File: src/rtl/fbm_pkg.sv
package fbm_pkg;
   localparam int unsigned BYTE_W = 8;

   typedef enum logic {
      PH_IDLE = 1'b0,
      PH_RUN  = 1'b1
   } phase_t;
endpackage

File: src/rtl/fbm_lane_pos.sv
module fbm_lane_pos #(
   parameter int unsigned CNT_W = 8
) (
   input  logic [CNT_W-1:0] pos_i,
   input  logic [CNT_W-1:0] last_i,
   output logic             is_first_o,
   output logic             is_last_o,
   output logic [CNT_W-1:0] pos_next_o
);
   always_comb begin
      is_first_o = (pos_i == '0);
      is_last_o  = (pos_i >= last_i);
      pos_next_o = is_last_o ? '0 : pos_i + 1'b1;
   end
endmodule

File: src/rtl/fbm_offset_tracker.sv
module fbm_offset_tracker #(
   parameter int unsigned LANES = 4,
   parameter int unsigned CNT_W = 8
) (
   input  logic             clk,
   input  logic             rst_n,
   input  logic             start_i,
   input  logic             valid_i,
   input  logic [CNT_W-1:0] last_i,
   output logic [LANES-1:0] sof_o,
   output logic [LANES-1:0] eof_o
);
   import fbm_pkg::*;

   phase_t           phase_q;
   logic [CNT_W-1:0] base_q;
   logic [CNT_W-1:0] pos [LANES+1];
   logic [LANES-1:0] first_raw;
   logic [LANES-1:0] last_raw;
   logic             take;

   assign take   = valid_i && (start_i || (phase_q == PH_RUN));
   assign pos[0] = start_i ? '0 : base_q;

   for (genvar j = 0; j < LANES; j++) begin : g_lane
      fbm_lane_pos #(.CNT_W(CNT_W)) u_pos (
         .pos_i      (pos[j]),
         .last_i     (last_i),
         .is_first_o (first_raw[j]),
         .is_last_o  (last_raw[j]),
         .pos_next_o (pos[j+1])
      );
   end

   always_comb begin
      sof_o = take ? first_raw : '0;
      eof_o = take ? last_raw  : '0;
   end

   always_ff @(posedge clk or negedge rst_n) begin
      if (!rst_n) begin
         phase_q <= PH_IDLE;
         base_q  <= '0;
      end else if (take) begin
         phase_q <= PH_RUN;
         base_q  <= pos[LANES];
      end
   end
endmodule

File: src/rtl/fbm_pipe.sv
module fbm_pipe #(
   parameter int unsigned W     = 8,
   parameter int unsigned DEPTH = 1
) (
   input  logic         clk,
   input  logic         rst_n,
   input  logic [W-1:0] d_i,
   output logic [W-1:0] q_o
);
   logic [W-1:0] stage_q [DEPTH];

   for (genvar s = 0; s < DEPTH; s++) begin : g_stage
      if (s == 0) begin : g_head
         always_ff @(posedge clk or negedge rst_n) begin
            if (!rst_n) stage_q[s] <= '0;
            else        stage_q[s] <= d_i;
         end
      end else begin : g_tail
         always_ff @(posedge clk or negedge rst_n) begin
            if (!rst_n) stage_q[s] <= '0;
            else        stage_q[s] <= stage_q[s-1];
         end
      end
   end

   assign q_o = stage_q[DEPTH-1];
endmodule

File: src/rtl/frame_marker_gen.sv
module frame_marker_gen #(
   parameter int unsigned LANES   = 4,
   parameter int unsigned MAX_F   = 256,
   parameter int unsigned LATENCY = 2,
   localparam int unsigned CNT_W  = (MAX_F > 1) ? $clog2(MAX_F) : 1,
   localparam int unsigned DATA_W = LANES * fbm_pkg::BYTE_W
) (
   input  logic              clk,
   input  logic              rst_n,
   input  logic              start_i,
   input  logic              valid_i,
   input  logic [CNT_W-1:0]  frame_len_m1_i,
   input  logic [DATA_W-1:0] data_i,
   output logic              valid_o,
   output logic [DATA_W-1:0] data_o,
   output logic [LANES-1:0]  sof_o,
   output logic [LANES-1:0]  eof_o
);
   localparam int unsigned PAY_W = 1 + 2 * LANES + DATA_W;

   if (LANES < 1) begin : g_bad_lanes
      $error("frame_marker_gen: LANES must be at least 1");
   end
   if (MAX_F < 1) begin : g_bad_maxf
      $error("frame_marker_gen: MAX_F must be at least 1");
   end
   if (LATENCY < 1) begin : g_bad_lat
      $error("frame_marker_gen: LATENCY must be at least 1");
   end

   logic [LANES-1:0] sof_c;
   logic [LANES-1:0] eof_c;
   logic [PAY_W-1:0] pay_in;
   logic [PAY_W-1:0] pay_out;

   fbm_offset_tracker #(.LANES(LANES), .CNT_W(CNT_W)) u_track (
      .clk     (clk),
      .rst_n   (rst_n),
      .start_i (start_i),
      .valid_i (valid_i),
      .last_i  (frame_len_m1_i),
      .sof_o   (sof_c),
      .eof_o   (eof_c)
   );

   assign pay_in = {valid_i, sof_c, eof_c, data_i};

   fbm_pipe #(.W(PAY_W), .DEPTH(LATENCY)) u_pipe (
      .clk   (clk),
      .rst_n (rst_n),
      .d_i   (pay_in),
      .q_o   (pay_out)
   );

   assign {valid_o, sof_o, eof_o, data_o} = pay_out;
endmodule

File: config.mk
export PLATFORM = sky130hd
export DESIGN_NAME = frame_marker_gen
export DESIGN_NICKNAME = d
export VERILOG_FILES = /design/src/rtl/fbm_pkg.sv /design/src/rtl/fbm_lane_pos.sv /design/src/rtl/fbm_offset_tracker.sv /design/src/rtl/fbm_pipe.sv /design/src/rtl/frame_marker_gen.sv
export SDC_FILE = /design/constraint.sdc
export NUM_CORES = 1
export LEC_CHECK = 0
export ABC_AREA = 1
export ABC_CLOCK_PERIOD_IN_PS = 6600
export BUFFER_PORTS_ARGS = -buffer_cell sky130_fd_sc_hd__buf_4
export CAP_MARGIN = 20
export CORE_UTILIZATION = 55
export DETAILED_ROUTE_END_ITERATION = 8
export PLACE_DENSITY = 0.79
export SYNTH_ARGS = -nofsm -noshare
export SYNTH_HDL_FRONTEND = slang
export SYNTH_SLANG_ARGS = --single-unit
File: constraint.sdc
create_clock -name clk -period 6.6 [get_ports clk]
set_clock_uncertainty 0.2 [all_clocks]
set_input_delay 1.65 -clock clk [delete_from_list [all_inputs] [get_ports clk]]
set_output_delay 1.65 -clock clk [all_outputs]
set_load 0.02 [all_outputs]
==> flow_metrics.env, run 1 <==
export IMPL_viasPerCell=5.03
export IMPL_startpoint_type="primary input"
export IMPL_crit_slowest_cell="ha_1"
export IMPL_synth_warnings=0
export IMPL_wl_per_cell_um=15.2
export IMPL_crit_arrival_ns=6.25
export IMPL_syn_nets=531
export IMPL_drv_cap=0
export IMPL_firstDrtPassIters=4
export IMPL_post_route_util_pct=70.0
export IMPL_coreArea_mm2=0.00781
export IMPL_synth_area_mm2=0.00449
export IMPL_path_common_cell="nand2_1"
export IMPL_vias=3253
export IMPL_die_area_mm2=0.00853
export IMPL_status="finished, final reports clean"
export IMPL_grt_pass1_vias=3255
export IMPL_end_kind="register"
export IMPL_crit_buf_inv=7
export IMPL_relSlewSlack_pct=71.9
export IMPL_cts_buffers=9
export IMPL_cts_sinks=91
export IMPL_drc=0
export IMPL_drive_above_1_share_pct=37.1
export IMPL_synth_cells=456
export IMPL_die_h_um=92.3
export IMPL_io_pins=85
export IMPL_overflow=0
export IMPL_area_delta_synth_final_pct=21.7
export IMPL_worst_pin_slew_ns=0.419
export IMPL_drtAntennaViolNets=0
export IMPL_fmax_mhz=162
export IMPL_cp_max_fo=9
export IMPL_synth_seq_cells=91
export IMPL_place_gp_congestion=1.03
export IMPL_critPathKind="in -> reg"
export IMPL_grt_pass1_wl_mm=15.8
export IMPL_worstPathRequired_ns=6.68
export IMPL_cts_root_buf="clkbuf_8"
export IMPL_synth_seq_area_share_pct=50.7
export IMPL_finalNonFillerCells=647
export IMPL_antenna_found_initial=0
export IMPL_hold_viol_final=0
export IMPL_grt_max_degree=92
export IMPL_slew_violations=0
export IMPL_cp_top_family="simple AND/OR/NAND/NOR gates"
export IMPL_h_tree_depth=3
export IMPL_start_util_pct=57.5
export IMPL_routed_wl_mm=9.82
export IMPL_cts_tree="done"
export IMPL_drtIter0Drc=178
export IMPL_hold_buffers=0
export IMPL_leakagePower_nw=2.86
export IMPL_gr_usage_all_layers_pct=24.4
export IMPL_fp_dieW_um=92.3
export IMPL_dp_cells=630
export IMPL_worstHoldPathType="reg -> reg"
export IMPL_synth_distinct_cells=37
export IMPL_fill_cells=564
export IMPL_place_hpwl_mm=7.24
export IMPL_fin_crit_ns=6.18
export IMPL_total_power_mw=1.46
export IMPL_place_area_mm2=0.00517
export IMPL_clock_latency_ns=0.34
export IMPL_fin_area_mm2=0.00547
export IMPL_syn_avg_cell_area_um2=9.84
export IMPL_clk_pin_slew_ns=0.09
export IMPL_ctsLongestPathBuffers=2
export IMPL_port_buffers=84
export IMPL_peakVddDrop_v=0.000133
export IMPL_rows=32
export IMPL_cellPowerDensity_mw_per_mm2=266
export IMPL_fin_nets=615
export IMPL_critPathMaxStageDelay_ns=0.27
export IMPL_setup_viol=0
export IMPL_fin_crit_sh_pct=93.6
export IMPL_cts_setup_buffers=0
export IMPL_antenna_diode_count=0
## cell families after synthesis
kind of cell,share of synthesized area (%)
flops,50.7
xor+xnor,0.585
simple gates,24.4
fa+ha+maj,8.64
compound gates,3.54
buf+inv,12.1
## cell type report
cell class                 count  area [um^2]  area share (%)
multi-input combinational    264         1700            31.1
clock inverter                 6         93.8            1.72
sequential                    91         2280            41.7
inverter                      57          214            3.91
tap                          102          128            2.34
clock buffer                  10          138            2.52
timing repair buffer         117          915            16.7
## power breakdown
part / internal (mW) / switching, mW
Clock: 0.227 / 0.188
Combinational: 0.166 / 0.249
Sequential: 0.601 / 0.0237
## cell usage in the layout, fill, tap and decap left out, drive strengths merged
cell,n
o211ai,1
xor2,3
o21a,1
nand4,12
ha,31
a21o,1
a21oi,11
inv,59
nand2,96
buf,117
nor4,1
nor3,5
clkbuf,10
dfrtp,91
a211oi,2
bufinv,2
clkinv,1
nand3,30
o22ai,1
o21ai,9
or2,2
a21boi,1
clkinvlp,1
nor2,57
## per-layer routing
metal  GRT usage [%]  wire [um]
met1            31.1       4150
met2            40.2       4820
met3            4.11        568
met4            12.5        276
met5               0          0
## sequential cells by signal, indices dropped and copies added, names as in the netlist
name and count:
u_track.base_q 8, u_track.phase_q 1, u_pipe.stage_q 41, u_pipe.q_o 41
## synth_stat cells (all sizes together)
master  number  share of area (%)
nor2        57                7.3
inv         57                4.8
buf         42                7.1
o211ai       1               0.17
xor2         3               0.59
nor4         1               0.14
dfrtp       91                 51
clkbuf       2               0.25
o22ai        1               0.14
a21o         1               0.17
a21boi       1               0.25
o21ai        9                1.1
a211oi       2               0.33
or2          2               0.28
o21a         1               0.17
nand2       96                9.6
nor3         5               0.56
nand3       30                4.5
ha          31                8.6
nand4       12                2.1
a21oi       11                1.2
## repair_timing
action	CTS	global route
setup endpoints to repair	0	9
resized for setup	0	15
hold endpoints to repair	0	0
## worst paths after layout
path | from | endpoint | slack, ns | cells after the start
setup reg to reg | u_track.base_q[0]$_DFFE_PN0P_ | u_track.base_q[4]$_DFFE_PN0P_ | 1.49 | 39
hold reg to reg | u_pipe.stage_q[68]$_DFF_PN0_ | u_pipe.q_o[27]$_DFF_PN0_ | 0.14 | 0
setup / recovery | start_i | u_track.base_q[4]$_DFFE_PN0P_ | 0.42 | 39
max in group asynchronous | rst_n | u_track.base_q[3]$_DFFE_PN0P_ | 4.64 | 2
hold / removal | u_pipe.stage_q[68]$_DFF_PN0_ | u_pipe.q_o[27]$_DFF_PN0_ | 0.14 | 0
min in group asynchronous | rst_n | u_pipe.q_o[12]$_DFF_PN0_ | 0.96 | 1
## stage by stage
| stage | hold slack, ns | setup TNS [ns] | worst slack, ns |
|---|---|---|---|
| floorplan | 0.131 | 0 | 0.0206 |
| global placement | 0.131 | 0 | 0.113 |
| detailed placement | 0.135 | -0.307 | -0.0718 |
| CTS | 0.143 | 0 | 0.260 |
| global route | 0.148 | -0.00950 | -0.00950 |
| finish | 0.141 | 0 | 0.423 |
No activity file was read; power rests on OpenSTA's default activity.
==> inputs of run 2 (changes only) <==
- ABC_AREA: 1 -> unset
- PLACE_DENSITY: 0.79 -> 0.8
==> flow_metrics.env, run 2 <==
export IMPL_place_hpwl_mm=8.07
export IMPL_drc=0
export IMPL_synth_seq_area_share_pct=52.2
export IMPL_crit_slowest_cell="or4_1"
export IMPL_clock_latency_ns=0.35
export IMPL_cellPowerDensity_mw_per_mm2=274
export IMPL_fill_cells=502
export IMPL_syn_avg_cell_area_um2=11.1
export IMPL_synthArstFlopShare_pct=100
export IMPL_synth_warnings=0
export IMPL_grt_pass1_vias=3274
export IMPL_cts_root_buf="clkbuf_8"
export IMPL_synth_seq_cells=91
export IMPL_rows=32
export IMPL_critPathMaxStageDelay_ns=0.51
export IMPL_synthTopCellsByCount="dfrtp_1 (91), buf_4 (41), nor2_1 (35)"
export IMPL_io_pins=85
export IMPL_synth_cells=393
export IMPL_path_common_cell="nand2b_4"
export IMPL_port_buffers=84
export IMPL_die_h_um=91.1
export IMPL_relSlewSlack_pct=67.8
export IMPL_cp_max_fo=8
export IMPL_synth_most_common_cell="dfrtp_1"
export IMPL_synth_distinct_cells=61
export IMPL_setup_viol=9
export IMPL_grt_pass1_wl_mm=16.7
export IMPL_status="finished, violations left"
export IMPL_synth_edf_count=0
export IMPL_hold_viol_final=0
export IMPL_clk_pin_slew_ns=0.09
export IMPL_crit_start="start_i"
export IMPL_place_gp_congestion=0.920
export IMPL_routed_wl_mm=11.0
export IMPL_layout_commonest_cell="buf_4"
export IMPL_cts_buffers=9
export IMPL_worstReg2RegStart="u_track.base_q[5]$_DFFE_PN0P_"
export IMPL_dr_wl_met2_mm=5.82
export IMPL_worst_slack_ns=-0.518
export IMPL_worstSetupEndpoint="u_track.base_q[4]$_DFFE_PN0P_"
export IMPL_drv_cap=0
export IMPL_netlist_area_leader_share_pct=52.2
export IMPL_h_tree_depth=3
export IMPL_drtIter0Drc=192
export IMPL_startpoint_type="primary input"
export IMPL_syn_nets=468
export IMPL_fmax_mhz=140
export IMPL_rsz0062_at_grt="true"
export IMPL_synth_area_mm2=0.00436
export IMPL_start_util_pct=56.8
export IMPL_die_area_mm2=0.00829
export IMPL_fin_nets=599
export IMPL_drtAntennaViolNets=0
export IMPL_wl_per_cell_um=17.5
export IMPL_cts_tree="done"
export IMPL_cts_sinks=91
export IMPL_firstDrtPassIters=4
export IMPL_area_delta_synth_final_pct=36.0
export IMPL_worstHoldPathType="reg -> reg"
export IMPL_antenna_found_initial=0
export IMPL_synth_area_leaders="dfrtp_1 (52%), ha_1 (8.9%), buf_4 (7.1%)"
export IMPL_fin_crit_sh_pct=108
export IMPL_post_route_util_pct=77.2
export IMPL_overflow=0
export IMPL_fp_dieW_um=91.1
export IMPL_reg2reg_depth=28
export IMPL_total_power_mw=1.62
export IMPL_worstPathRequired_ns=6.69
export IMPL_violations="setup timing"
export IMPL_critPathKind="in -> reg"
export IMPL_worst_pin_slew_ns=0.480
export IMPL_r2r_end="u_track.base_q[4]$_DFFE_PN0P_"
export IMPL_antenna_diode_count=0
export IMPL_viasPerCell=5.27
export IMPL_wl_met3_um=488
export IMPL_final_cell_mix="buf_4 (165), dfrtp_1 (91), nor2_1 (30)"
export IMPL_grt_max_degree=92
export IMPL_coreArea_mm2=0.00769
export IMPL_leakagePower_nw=2.93
export IMPL_holdWs_ns=0.150
export IMPL_slew_violations=0
export IMPL_synth_main_ff_cell="dfrtp_1"
export IMPL_drive_above_1_share_pct=45.3
export IMPL_ctsLongestPathBuffers=2
export IMPL_vias=3322
export IMPL_rrSetupSlack_ns=0.35
export IMPL_wl_met1_mm=4.45
export IMPL_crit_arrival_ns=7.21
export IMPL_peakVddDrop_v=0.000149
export IMPL_fin_crit_ns=7.12
export IMPL_place_ws_ns=-0.937
export IMPL_synth_top_area_cell="dfrtp_1"
export IMPL_end_kind="register"
export IMPL_gr_usage_all_layers_pct=26.7
export IMPL_routed_top_layer="met4"
==> run 2: cell count changes after synthesis, sizes merged, moves of 5 or more <==
cell	change
inv	-42
nand2	-73
nand2b	+10
nand3	-21
nand4	-8
nor2	-22
nor2b	+8
o21ai	+6
xnor2	+13
xor2	+5
==> run 2: layer usage <==
metal / global-route usage, % / vias up
met5: 0 / -
met4: 9.79 / 0
met3: 4.19 / 17
met2: 46.8 / 120
met1: 33.2 / 1618
li1: - / 1567
==> run 2: cells by family after synthesis <==
| kind of cell | synth area share (%) |
|---|---|
| muxes | 0.717 |
| AOI/OAI and AO/OA | 9.52 |
| buffers and inverters | 9.23 |
| xor gates and xnor gates | 4.21 |
| and+or+nand+nor | 15.0 |
| adders and majority gates | 9.15 |
| DFF | 52.2 |
==> run 2: power breakdown <==
part	internal [mW]	switching (mW)
sequential	0.598	0.0323
clock	0.251	0.184
combinational	0.281	0.278
==> run 2: worst min-delay path by stage <==
stage | start | end | slack [ns] | cells past startpoint
5_1_grt | u_pipe.stage_q[57]$_DFF_PN0_ | u_pipe.q_o[16]$_DFF_PN0_ | 0.16 | 0
3_5_place_dp | u_pipe.stage_q[65]$_DFF_PN0_ | u_pipe.q_o[24]$_DFF_PN0_ | 0.13 | 0
2_1_floorplan | u_pipe.stage_q[41]$_DFF_PN0_ | u_pipe.q_o[0]$_DFF_PN0_ | 0.13 | 0
6_report | u_pipe.stage_q[54]$_DFF_PN0_ | u_pipe.q_o[13]$_DFF_PN0_ | 0.15 | 0
4_1_cts | u_pipe.stage_q[81]$_DFF_PN0_ | u_pipe.q_o[40]$_DFF_PN0_ | 0.15 | 0
3_3_place_gp | u_pipe.stage_q[54]$_DFF_PN0_ | u_pipe.q_o[13]$_DFF_PN0_ | 0.13 | 0
==> run 2: area by class of cell <==
cell class	instances	area [um^2]	share of cell area, %
inverter	15	58.8	0.991
clock inverter	6	113	1.90
timing repair buffer	170	1320	22.2
sequential	91	2280	38.4
tap	102	128	2.15
clock buffer	9	124	2.09
multi-input combinational	237	1910	32.3
==> run 2: timing repair <==
| action | 4_1_cts | 5_1_grt |
|---|---|---|
| setup buffers | 5 | 7 |
| endpoints found under the setup margin | 9 | 9 |
| resized for setup | 15 | 21 |
| gates cloned | 0 | 0 |
| hold buffers | 0 | 0 |
| pin swaps | 21 | 18 |
==> run 2: through the flow <==
stage	setup TNS [ns]	instance area [um^2]	std cells
2_1_floorplan	-6.11	4500	393
4_1_cts	-2.08	5760	621
6_report	-3.19	5930	630
3_5_place_dp	-6.54	5430	601
3_3_place_gp	-5.04	5430	601
5_1_grt	-4.99	5930	630
==> run 2: critical path: cells and delay by family <==
family | cells | cell delay, ns
AND/OR/NAND/NOR | 12 | 1.98
adder cells (fa/ha/maj) | 5 | 1.22
buffers and inverters | 3 | 0.33
AO/OA/AOI/OAI | 10 | 2.01
